## src/rtl/dmac_pkg.sv

```systemverilog
package dmac_pkg;

    localparam int WORD_BYTES      = 4;
    localparam int DESC_WORDS      = 8;
    localparam int DESC_IDX_W      = $clog2(DESC_WORDS);
    localparam int DESC_ALIGN_BITS = 5;

    // word positions inside a descriptor
    localparam int W_LINK    = 0;
    localparam int W_CTRL    = 1;
    localparam int W_SIZE    = 2;
    localparam int W_SRC     = 3;
    localparam int W_DST     = 4;
    localparam int W_LINE    = 5;
    localparam int W_SSTRIDE = 6;
    localparam int W_DSTRIDE = 7;

    // control word bit positions
    localparam int CB_SRC_INC = 0;
    localparam int CB_DST_INC = 1;
    localparam int CB_NOTIFY  = 2;
    localparam int CB_HOLD    = 3;
    localparam int CB_TWO_D   = 4;
    localparam int CB_PACED   = 5;
    localparam int CB_REQ_LSB = 8;
    localparam int REQ_SEL_W  = 4;

    typedef logic [31:0] word_t;

    typedef struct packed {
        word_t link;
        word_t ctrl;
        word_t size;
        word_t src;
        word_t dst;
        word_t line;
        word_t sstride;
        word_t dstride;
    } desc_t;

    typedef struct packed {
        logic                 src_inc;
        logic                 dst_inc;
        logic                 notify;
        logic                 hold;
        logic                 two_d;
        logic                 paced;
        logic [REQ_SEL_W-1:0] req_sel;
    } ctrl_t;

    typedef enum logic [2:0] {
        S_IDLE, S_FETCH, S_LOAD, S_RD, S_WR, S_END, S_HOLD
    } chan_state_e;

    typedef enum logic [1:0] {
        ST_IDLE   = 2'd0,
        ST_RUN    = 2'd1,
        ST_PAUSED = 2'd2
    } chan_status_e;

    function automatic ctrl_t decode_ctrl(input word_t w);
        ctrl_t c;
        c.src_inc = w[CB_SRC_INC];
        c.dst_inc = w[CB_DST_INC];
        c.notify  = w[CB_NOTIFY];
        c.hold    = w[CB_HOLD];
        c.two_d   = w[CB_TWO_D];
        c.paced   = w[CB_PACED];
        c.req_sel = w[CB_REQ_LSB +: REQ_SEL_W];
        return c;
    endfunction

    function automatic chan_status_e status_of(input chan_state_e s);
        case (s)
            S_IDLE:  return ST_IDLE;
            S_HOLD:  return ST_PAUSED;
            default: return ST_RUN;
        endcase
    endfunction

endpackage

```

## src/rtl/dmac_desc_fetch.sv

```systemverilog
module dmac_desc_fetch
    import dmac_pkg::*;
(
    input  logic  clk,
    input  logic  rst,
    input  logic  active,
    input  word_t base,
    input  logic  ready,
    input  word_t rdata,
    output logic  rd_req,
    output word_t rd_addr,
    output logic  done,
    output desc_t desc
);

    logic [DESC_IDX_W-1:0] idx_q;
    word_t                 words_q [DESC_WORDS];

    assign rd_req  = active;
    assign rd_addr = {base[31:DESC_ALIGN_BITS], idx_q, 2'b00};
    assign done    = active && ready && (idx_q == DESC_IDX_W'(DESC_WORDS - 1));

    always_ff @(posedge clk) begin
        if (rst || !active) begin
            idx_q <= '0;
        end else if (ready) begin
            idx_q <= idx_q + 1'b1;
        end
    end

    for (genvar i = 0; i < DESC_WORDS; i++) begin : g_word
        always_ff @(posedge clk) begin
            if (rst) begin
                words_q[i] <= '0;
            end else if (active && ready && idx_q == DESC_IDX_W'(i)) begin
                words_q[i] <= rdata;
            end
        end
    end

    always_comb begin
        desc.link    = words_q[W_LINK];
        desc.ctrl    = words_q[W_CTRL];
        desc.size    = words_q[W_SIZE];
        desc.src     = words_q[W_SRC];
        desc.dst     = words_q[W_DST];
        desc.line    = words_q[W_LINE];
        desc.sstride = words_q[W_SSTRIDE];
        desc.dstride = words_q[W_DSTRIDE];
    end

    // fetch beats walk the descriptor one word at a time
    a_r3_fetch_order: assert property (@(posedge clk) disable iff (rst)
        (active && ready && !done) |=> (rd_addr == $past(rd_addr) + 32'd4))
        else $error("fetch address did not advance by one word");

    // descriptor pointers are 32-byte aligned
    a_r2_aligned: assert property (@(posedge clk) disable iff (rst)
        active |-> (base[DESC_ALIGN_BITS-1:0] == '0))
        else $error("descriptor pointer not aligned");

endmodule

```

## src/rtl/dmac_addr_gen.sv

```systemverilog
module dmac_addr_gen
    import dmac_pkg::*;
(
    input  logic  clk,
    input  logic  rst,
    input  logic  load,
    input  word_t base,
    input  word_t line_len,
    input  word_t stride,
    input  logic  incr,
    input  logic  step,
    output word_t addr
);

    word_t addr_q;
    word_t line_start_q;
    word_t left_q;
    logic  line_end;

    assign line_end = (left_q <= word_t'(WORD_BYTES));
    assign addr     = addr_q;

    always_ff @(posedge clk) begin
        if (rst) begin
            addr_q       <= '0;
            line_start_q <= '0;
            left_q       <= '0;
        end else if (load) begin
            addr_q       <= base;
            line_start_q <= base;
            left_q       <= line_len;
        end else if (step && incr) begin
            if (line_end) begin
                addr_q       <= line_start_q + stride;
                line_start_q <= line_start_q + stride;
                left_q       <= line_len;
            end else begin
                addr_q <= addr_q + word_t'(WORD_BYTES);
                left_q <= left_q - word_t'(WORD_BYTES);
            end
        end
    end

    // a fixed side never moves
    a_r4_fixed_hold: assert property (@(posedge clk) disable iff (rst)
        (step && !incr && !load) |=> $stable(addr))
        else $error("fixed address moved");

    // inside a line the address advances one word
    a_r5_in_line: assert property (@(posedge clk) disable iff (rst)
        (step && incr && !load && !line_end) |=> (addr == $past(addr) + 32'd4))
        else $error("address did not advance inside line");

endmodule

```

## src/rtl/dmac_pace.sv

```systemverilog
module dmac_pace
    import dmac_pkg::*;
#(
    parameter int NREQ = 4
) (
    input  logic [NREQ-1:0]      lines,
    input  logic [REQ_SEL_W-1:0] sel,
    input  logic                 paced,
    output logic                 grant
);

    logic hit;

    always_comb begin
        hit = 1'b0;
        for (int i = 0; i < NREQ; i++) begin
            if (sel == REQ_SEL_W'(i)) hit = lines[i];
        end
    end

    assign grant = !paced || hit;

endmodule

```

## src/rtl/dma_chain_channel.sv

```systemverilog
module dma_chain_channel
    import dmac_pkg::*;
#(
    parameter int NREQ = 4
) (
    input  logic            clk,
    input  logic            rst,
    input  logic            start,
    input  logic [31:0]     start_addr,
    input  logic [31:0]     start_count,
    input  logic            resume,
    input  logic [NREQ-1:0] req_lines,
    output logic            mem_req,
    output logic            mem_we,
    output logic [31:0]     mem_addr,
    output logic [31:0]     mem_wdata,
    input  logic            mem_ready,
    input  logic [31:0]     mem_rdata,
    output logic            done_evt,
    output logic            pause_evt,
    output logic [31:0]     cur_desc,
    output logic [31:0]     residue
);

    localparam int SIDES = 2;   // 0 = source, 1 = destination

    chan_state_e state_q;
    word_t       ptr_q;
    word_t       residue_q;
    word_t       data_q;

    desc_t desc;
    ctrl_t ctl;
    logic  fetch_done;
    logic  f_req;
    word_t f_addr;
    logic  grant;
    logic  gen_load;
    logic  gen_step;
    word_t line_len;
    logic  follow;

    word_t side_base   [SIDES];
    word_t side_stride [SIDES];
    logic  side_inc    [SIDES];
    word_t side_addr   [SIDES];

    assign ctl      = decode_ctrl(desc.ctrl);
    assign gen_load = (state_q == S_LOAD);
    assign gen_step = (state_q == S_WR) && mem_ready;
    assign line_len = ctl.two_d ? desc.line : desc.size;
    assign follow   = ((state_q == S_END) && !ctl.hold) ||
                      ((state_q == S_HOLD) && resume);

    dmac_desc_fetch u_fetch (
        .clk     (clk),
        .rst     (rst),
        .active  (state_q == S_FETCH),
        .base    (ptr_q),
        .ready   (mem_ready),
        .rdata   (mem_rdata),
        .rd_req  (f_req),
        .rd_addr (f_addr),
        .done    (fetch_done),
        .desc    (desc)
    );

    always_comb begin
        side_base[0]   = desc.src;
        side_stride[0] = desc.sstride;
        side_inc[0]    = ctl.src_inc;
        side_base[1]   = desc.dst;
        side_stride[1] = desc.dstride;
        side_inc[1]    = ctl.dst_inc;
    end

    for (genvar s = 0; s < SIDES; s++) begin : g_side
        dmac_addr_gen u_gen (
            .clk      (clk),
            .rst      (rst),
            .load     (gen_load),
            .base     (side_base[s]),
            .line_len (line_len),
            .stride   (side_stride[s]),
            .incr     (side_inc[s]),
            .step     (gen_step),
            .addr     (side_addr[s])
        );
    end

    dmac_pace #(.NREQ(NREQ)) u_pace (
        .lines (req_lines),
        .sel   (ctl.req_sel),
        .paced (ctl.paced),
        .grant (grant)
    );

    always_ff @(posedge clk) begin
        if (rst) begin
            state_q   <= S_IDLE;
            ptr_q     <= '0;
            residue_q <= '0;
            data_q    <= '0;
        end else begin
            case (state_q)
                S_IDLE: begin
                    if (start) begin
                        ptr_q     <= start_addr;
                        residue_q <= start_count;
                        state_q   <= S_FETCH;
                    end
                end
                S_FETCH: begin
                    if (fetch_done) state_q <= S_LOAD;
                end
                S_LOAD: begin
                    residue_q <= desc.size;
                    state_q   <= (desc.size == '0) ? S_END : S_RD;
                end
                S_RD: begin
                    if (grant && mem_ready) begin
                        data_q  <= mem_rdata;
                        state_q <= S_WR;
                    end
                end
                S_WR: begin
                    if (mem_ready) begin
                        if (residue_q <= word_t'(WORD_BYTES)) begin
                            residue_q <= '0;
                            state_q   <= S_END;
                        end else begin
                            residue_q <= residue_q - word_t'(WORD_BYTES);
                            state_q   <= S_RD;
                        end
                    end
                end
                S_END: begin
                    if (ctl.hold) state_q <= S_HOLD;
                end
                default: ;
            endcase

            if (follow) begin
                if (desc.link == '0) begin
                    state_q <= S_IDLE;
                end else begin
                    ptr_q   <= desc.link;
                    state_q <= S_FETCH;
                end
            end
        end
    end

    always_comb begin
        mem_req   = 1'b0;
        mem_we    = 1'b0;
        mem_addr  = '0;
        mem_wdata = '0;
        case (state_q)
            S_FETCH: begin
                mem_req  = f_req;
                mem_addr = f_addr;
            end
            S_RD: begin
                mem_req  = grant;
                mem_addr = side_addr[0];
            end
            S_WR: begin
                mem_req   = 1'b1;
                mem_we    = 1'b1;
                mem_addr  = side_addr[1];
                mem_wdata = data_q;
            end
            default: ;
        endcase
    end

    assign done_evt  = (state_q == S_END) && (ctl.notify || ctl.hold);
    assign pause_evt = (state_q == S_END) && ctl.hold;
    assign cur_desc  = {ptr_q[31:DESC_ALIGN_BITS], {(DESC_ALIGN_BITS-2){1'b0}},
                        status_of(state_q)};
    assign residue   = residue_q;

    // a halt event always carries a completion event
    a_r6_pause_has_done: assert property (@(posedge clk) disable iff (rst)
        pause_evt |-> done_evt)
        else $error("pause event without completion event");

    // no memory traffic while paused
    a_r7_paused_quiet: assert property (@(posedge clk) disable iff (rst)
        (cur_desc[1:0] == 2'd2) |-> !mem_req)
        else $error("memory request while paused");

    // no memory traffic while idle
    a_r1_idle_quiet: assert property (@(posedge clk) disable iff (rst)
        (cur_desc[1:0] == 2'd0) |-> !mem_req)
        else $error("memory request while idle");

    // a paced read needs its request line
    a_r9_paced_read: assert property (@(posedge clk) disable iff (rst)
        (mem_req && !mem_we && state_q == S_RD && ctl.paced)
            |-> req_lines[ctl.req_sel[$clog2(NREQ)-1:0]])
        else $error("paced read without request");

    // each accepted write removes one word from the residue
    a_r10_residue_step: assert property (@(posedge clk) disable iff (rst)
        (mem_req && mem_we && mem_ready)
            |=> (residue == $past(residue) - 32'd4 || residue == '0))
        else $error("residue did not drop by one word");

    // a stalled request is held unchanged
    a_r11_hold_req: assert property (@(posedge clk) disable iff (rst)
        (mem_req && !mem_ready)
            |=> (mem_req && $stable(mem_we) && $stable(mem_addr)))
        else $error("stalled request changed");

    // start pointer and links are aligned
    a_r2_start_aligned: assert property (@(posedge clk) disable iff (rst)
        (start && state_q == S_IDLE) |-> (start_addr[DESC_ALIGN_BITS-1:0] == '0))
        else $error("start address not aligned");

    a_r8_link_aligned: assert property (@(posedge clk) disable iff (rst)
        follow |-> (desc.link[DESC_ALIGN_BITS-1:0] == '0))
        else $error("link not aligned");

endmodule

```

## config.mk

```make
export PLATFORM = sky130hd
export DESIGN_NAME = dma_chain_channel
export DESIGN_NICKNAME = d
export VERILOG_FILES = /design/src/rtl/dmac_pkg.sv /design/src/rtl/dmac_desc_fetch.sv /design/src/rtl/dmac_addr_gen.sv /design/src/rtl/dmac_pace.sv /design/src/rtl/dma_chain_channel.sv
export SDC_FILE = /design/constraint.sdc
export NUM_CORES = 1
export LEC_CHECK = 0
export ABC_AREA = 1
export BUFFER_PORTS_ARGS = -buffer_cell sky130_fd_sc_hd__buf_4
export CAP_MARGIN = 20
export CORE_AREA = 2 2 239 241
export CTS_CLUSTER_SIZE = 8
export DETAILED_ROUTE_END_ITERATION = 6
export DIE_AREA = 0 0 241 243
export GPL_TIMING_DRIVEN = 0
export PLACE_DENSITY = 0.75
export SYNTH_ARGS = -nofsm -noshare
export SYNTH_HDL_FRONTEND = slang
export SYNTH_SLANG_ARGS = --single-unit
```

## constraint.sdc

```tcl
create_clock -name clk -period 3.7 [get_ports clk]
set_input_delay 0.555 -clock clk [delete_from_list [all_inputs] [get_ports clk]]
set_output_delay 0.555 -clock clk [all_outputs]
set_load 0.01 [all_outputs]
```

==> impl_results.html <==
<table>
<tr><th>Metric</th><th>Value</th></tr>
<tr><th colspan="2">Outcome</th></tr>
<tr><td>Outcome</td><td>finished with violations</td></tr>
<tr><td>Violations in the final reports</td><td>setup timing</td></tr>
<tr><th colspan="2">Floorplan</th></tr>
<tr><td>Die H</td><td>243 microns</td></tr>
<tr><td>Starting Density</td><td>54.72%</td></tr>
<tr><td>Die Footprint</td><td>slightly below 60000 sq um</td></tr>
<tr><td>Ports placed on the boundary</td><td>237</td></tr>
<tr><td>Die width</td><td>241 microns</td></tr>
<tr><td>Count of standard-cell rows</td><td>between 80 and 90</td></tr>
<tr><td>Placeable core region</td><td>55950 sq um</td></tr>
<tr><th colspan="2">Clock tree</th></tr>
<tr><td>Number of buffers created by CTS</td><td>75</td></tr>
<tr><td>Post-CTS setup repair buffer count</td><td>0</td></tr>
<tr><td>Number of buffers inserted by hold repair at cts</td><td>0</td></tr>
<tr><td>Clk buf depth</td><td>3</td></tr>
<tr><td>Clock-pin slew of the registers on the worst-case setup and hold paths</td><td>approximately 0.050 ns</td></tr>
<tr><td>Cells resized by post-CTS repair</td><td>0</td></tr>
<tr><td>CTS root buffer</td><td>sky130_fd_sc_hd__clkbuf_16</td></tr>
<tr><td># clock sinks</td><td>523</td></tr>
<tr><td>TritonCTS clock tree</td><td>built</td></tr>
<tr><td>Max H-tree Level</td><td>3</td></tr>
<tr><td>Clock network latency to the later pin of the worst-skew pair</td><td>between 0.6 and 0.7 ns</td></tr>
<tr><th colspan="2">Routing</th></tr>
<tr><td>Final Routed Wirelength</td><td>132.1 mm</td></tr>
<tr><td>Routed via count divided by cell count</td><td>5.971</td></tr>
<tr><td>Drc violations</td><td>0</td></tr>
<tr><td>Post-route ant nets</td><td>0</td></tr>
<tr><td>Overall via count from detail_route</td><td>32450</td></tr>
<tr><td>1st-pass router iterations</td><td>6</td></tr>
<tr><td>Avg WL per Cell</td><td>24.31 microns</td></tr>
<tr><td>Detailed Route Iter0 Violations</td><td>4774</td></tr>
<tr><th colspan="2">Setup path</th></tr>
<tr><td>Signal arrival time at the worst endpoint</td><td>3.16 ns</td></tr>
<tr><td>Required time worst endpoint</td><td>3.14 ns</td></tr>
<tr><td>Category of the most critical setup path</td><td>flop to output pin</td></tr>
<tr><td>Critical Path, Cell by Cell</td><td>nor2_1 &gt; nand2_1 &gt; buf_2 &gt; buf_1 &gt; o21ai_0 &gt; buf_4</td></tr>
<tr><td>Type of element launching the critical path</td><td>flop</td></tr>
<tr><td>Worst Path Max Fanout</td><td>10</td></tr>
<tr><td>Cell family contributing the most delay on the critical path</td><td>buffers and inverters</td></tr>
<tr><td>CP Buf/Inv Count</td><td>3</td></tr>
<tr><td>Slowest-stage cell, CP</td><td>sky130_fd_sc_hd__buf_1</td></tr>
<tr><td>Type of element capturing the critical path</td><td>output pin</td></tr>
<tr><td>Largest incremental delay on the critical path</td><td>0.78 ns</td></tr>
<tr><th colspan="2">Timing</th></tr>
<tr><td>Worst slew margin</td><td>17.47%</td></tr>
<tr><td>Share of the cycle needed by the critical path after routing</td><td>100.3%</td></tr>
<tr><td>Worst path setup slack after routing</td><td>-0.01107 ns</td></tr>
<tr><td>RSZ-0062 raised after global routing</td><td>false</td></tr>
<tr><td>Min Hold Slack</td><td>0.2236 ns</td></tr>
<tr><td>Highest clock frequency the design can meet</td><td>269.5 MHz</td></tr>
<tr><td>Largest clock skew in the final design</td><td>0.02872 ns</td></tr>
<tr><td>Setup TNS Final</td><td>-0.01107 ns</td></tr>
<tr><td>Final count of pins violating max slew</td><td>0</td></tr>
<tr><td>Endpoints failing hold</td><td>0</td></tr>
<tr><td>Tightest Pin Transition</td><td>1.238 ns</td></tr>
<tr><td>Fin crit period</td><td>3.711 ns</td></tr>
<tr><td>Setup violation total in the final timing report</td><td>1</td></tr>
<tr><th colspan="2">Power and ir drop</th></tr>
<tr><td>Ratio of total power to cell area</td><td>533.9 nW/um^2</td></tr>
<tr><td>Power consumption</td><td>19.06 mW</td></tr>
<tr><td>Part of the power in the clock network</td><td>34.7%</td></tr>
<tr><td>Switching part of the total power</td><td>37.71%</td></tr>
<tr><td>Seq pwr share</td><td>35.3%</td></tr>
<tr><td>Cell-internal power</td><td>approximately 12 mW</td></tr>
<tr><td>Worst vdd ir</td><td>0.3725 mV</td></tr>
<tr><td>Combinational power share</td><td>30.0%</td></tr>
<tr><td>Static Leakage</td><td>16.01 nW</td></tr>
<tr><td>Switching power of the nets</td><td>7.187 mW</td></tr>
<tr><th colspan="2">Placement</th></tr>
<tr><td>Post-detailed-placement cell area</td><td>33490 sq um</td></tr>
<tr><td>Dpl cells</td><td>5296</td></tr>
<tr><td>Setup slack after placement</td><td>-0.02666 ns</td></tr>
<tr><td>Half-perimeter wire length of the detailed placement result</td><td>99.67 mm</td></tr>
<tr><td>Final weighted congestion in routability-driven placement</td><td>1.056</td></tr>
<tr><td>Count of input and output buffers</td><td>between 200 and 250</td></tr>
<tr><th colspan="2">Global routing</th></tr>
<tr><td>Pin count of the biggest net entering global routing</td><td>33</td></tr>
<tr><td>Overflow left after global routing</td><td>0</td></tr>
<tr><td>Vias in the first global route</td><td>30200</td></tr>
<tr><td>Global-route wire length before repair</td><td>190.2 mm</td></tr>
<tr><td>Gr usage total</td><td>44.54%</td></tr>
<tr><td>Initial antenna violation count</td><td>6</td></tr>
<tr><th colspan="2">Synth</th></tr>
<tr><td>Count of mapped cells out of synthesis</td><td>4302</td></tr>
<tr><td>Synthesized area</td><td>30620 sq um</td></tr>
<tr><td>Cell type with the highest aggregate area in the netlist</td><td>sky130_fd_sc_hd__edfxtp_1</td></tr>
<tr><td>Top cells by area in the synthesized netlist</td><td>sky130_fd_sc_hd__edfxtp_1, sky130_fd_sc_hd__dfxtp_1, sky130_fd_sc_hd__nand2_1</td></tr>
<tr><td>Post-synthesis sequential element count</td><td>523</td></tr>
<tr><td>Primary flip-flop cell chosen by synthesis mapping</td><td>sky130_fd_sc_hd__dfxtp_1</td></tr>
<tr><td>Dominant cell by count in the synthesized netlist</td><td>sky130_fd_sc_hd__nand2_1</td></tr>
<tr><td>Number of synthesis warnings</td><td>0</td></tr>
<tr><td>Most frequent cells after synthesis</td><td>sky130_fd_sc_hd__nand2_1, sky130_fd_sc_hd__nor2_1, sky130_fd_sc_hd__inv_1</td></tr>
<tr><td>Synth cell types</td><td>56</td></tr>
<tr><td>Number of enable flip-flop cells after synthesis</td><td>234</td></tr>
<tr><td>Sequential fraction of the synthesis area</td><td>between 40% and 50%</td></tr>
<tr><td>Share of async-settable or async-resettable flops after synthesis</td><td>0%</td></tr>
<tr><td>Synthesized area per cell</td><td>7.117 sq um</td></tr>
<tr><td>Top-area cell type share of the netlist area</td><td>22.95%</td></tr>
<tr><th colspan="2">Finish</th></tr>
<tr><td>Filler cell count in the final layout</td><td>5297</td></tr>
<tr><td>Non-filler instance count after layout</td><td>between 5000 and 6000</td></tr>
<tr><td>Cell area after layout</td><td>approximately 36000 sq um</td></tr>
<tr><td>Net total in the final layout</td><td>4800</td></tr>
<tr><td>Layout overhead on the synthesized area</td><td>16.58%</td></tr>
<tr><td>Layout cells sized above 1</td><td>approximately a tenth</td></tr>
<tr><td>Final Core Density</td><td>63.79%</td></tr>
<tr><th colspan="2">Run</th></tr>
<tr><td>Max-cap violations</td><td>0</td></tr>
<tr><th colspan="2">Min path</th></tr>
<tr><td>Classification of the worst-slack hold path</td><td>primary input to flop</td></tr>
</table>
==> path summary, 6_finish.rpt <==
| path | startpoint | endpoint | slack, ns | cells after the start |
|---|---|---|---|---|
| min reg2reg | data_q[16] | data_q[16] | 0.45 | 2 |
| min | mem_rdata[23] | data_q[23] | 0.22 | 3 |
| max | state_q[0] | mem_addr[0] | -0.01 | 6 |
| max reg2reg | state_q[2] | residue[3] | 0.21 | 8 |
==> layout make-up <==
type,instances,area [sq um],area share [%]
Clock inverter,5,58.81,0.1648
Inverter,465,1748,4.897
Antenna cell,4,10.01,0.02804
Timing Repair Buffer,236,1911,5.353
Multi-Input combinational cell,3108,15100,42.32
Buffer,208,970.9,2.720
Clock buffer,129,2132,5.973
Tap cell,756,945.9,2.650
Sequential cell,523,12810,35.90
==> layout by cell type (no fill, tap or decap), types with 169 or more instances in the layout <==
cell                       instances
sky130_fd_sc_hd__nand3_1         241
sky130_fd_sc_hd__a21oi_1         321
sky130_fd_sc_hd__clkbuf_1        169
sky130_fd_sc_hd__nand2_1         888
sky130_fd_sc_hd__o21ai_0         330
sky130_fd_sc_hd__nor2_1          788
sky130_fd_sc_hd__inv_1           456
sky130_fd_sc_hd__edfxtp_1        234
sky130_fd_sc_hd__buf_4           265
sky130_fd_sc_hd__dfxtp_1         289
==> kinds of logic after synthesis <==
logic type | count (synthesis) | synth area share [%]
other | 1 | 0.01225
muxes | 10 | 0.3270
DFF | 523 | 41.85
adders and majority gates | 78 | 3.237
buffers and inverters | 673 | 8.881
and+or+nand+nor | 2112 | 28.48
AOI/OAI and AO/OA | 815 | 14.64
xor gates and xnor gates | 90 | 2.575
==> power by group through the flow <==
stage	Combinational [mW]	Clock [mW]	Sequential (mW)
floorplan	3.31	0	6.73
global placement	5.39	0	6.82
detailed placement	5.44	0	6.81
CTS	5.47	6.54	6.70
global route	6.07	6.78	6.74
finish	5.72	6.61	6.72
==> sequential cells by signal, summed over array words and instances, names as in the netlist <==
| name | cells |
|---|---|
| residue | 32 |
| data_q | 32 |
| g_side.u_gen.left_q | 64 |
| g_side.u_gen.addr | 64 |
| u_fetch.idx_q | 3 |
| state_q | 3 |
| g_side.u_gen.line_start_q | 64 |
| u_fetch.words_q | 234 |
| ptr_q | 27 |
==> metal layers <==
metal,routed length [microns],global-route usage [%],part of all wire (%)
met1,48460,56.14,37
met2,56780,66.53,43
met3,17300,12.50,13
met4,9556,29.27,7.2
met5,0,0,0
==> worst reg2reg max path, cell delays in order (launching register included) <==
cell	delay [ns]
sky130_fd_sc_hd__dfxtp_1	0.29
sky130_fd_sc_hd__buf_2	0.18
sky130_fd_sc_hd__nor3_4	0.47
sky130_fd_sc_hd__clkbuf_1	0.88
sky130_fd_sc_hd__clkbuf_1	0.96
sky130_fd_sc_hd__nand2_1	0.26
sky130_fd_sc_hd__nand4_1	0.19
sky130_fd_sc_hd__o211ai_1	0.10
sky130_fd_sc_hd__inv_1	0.09
No activity file was read; power rests on OpenSTA's default activity.
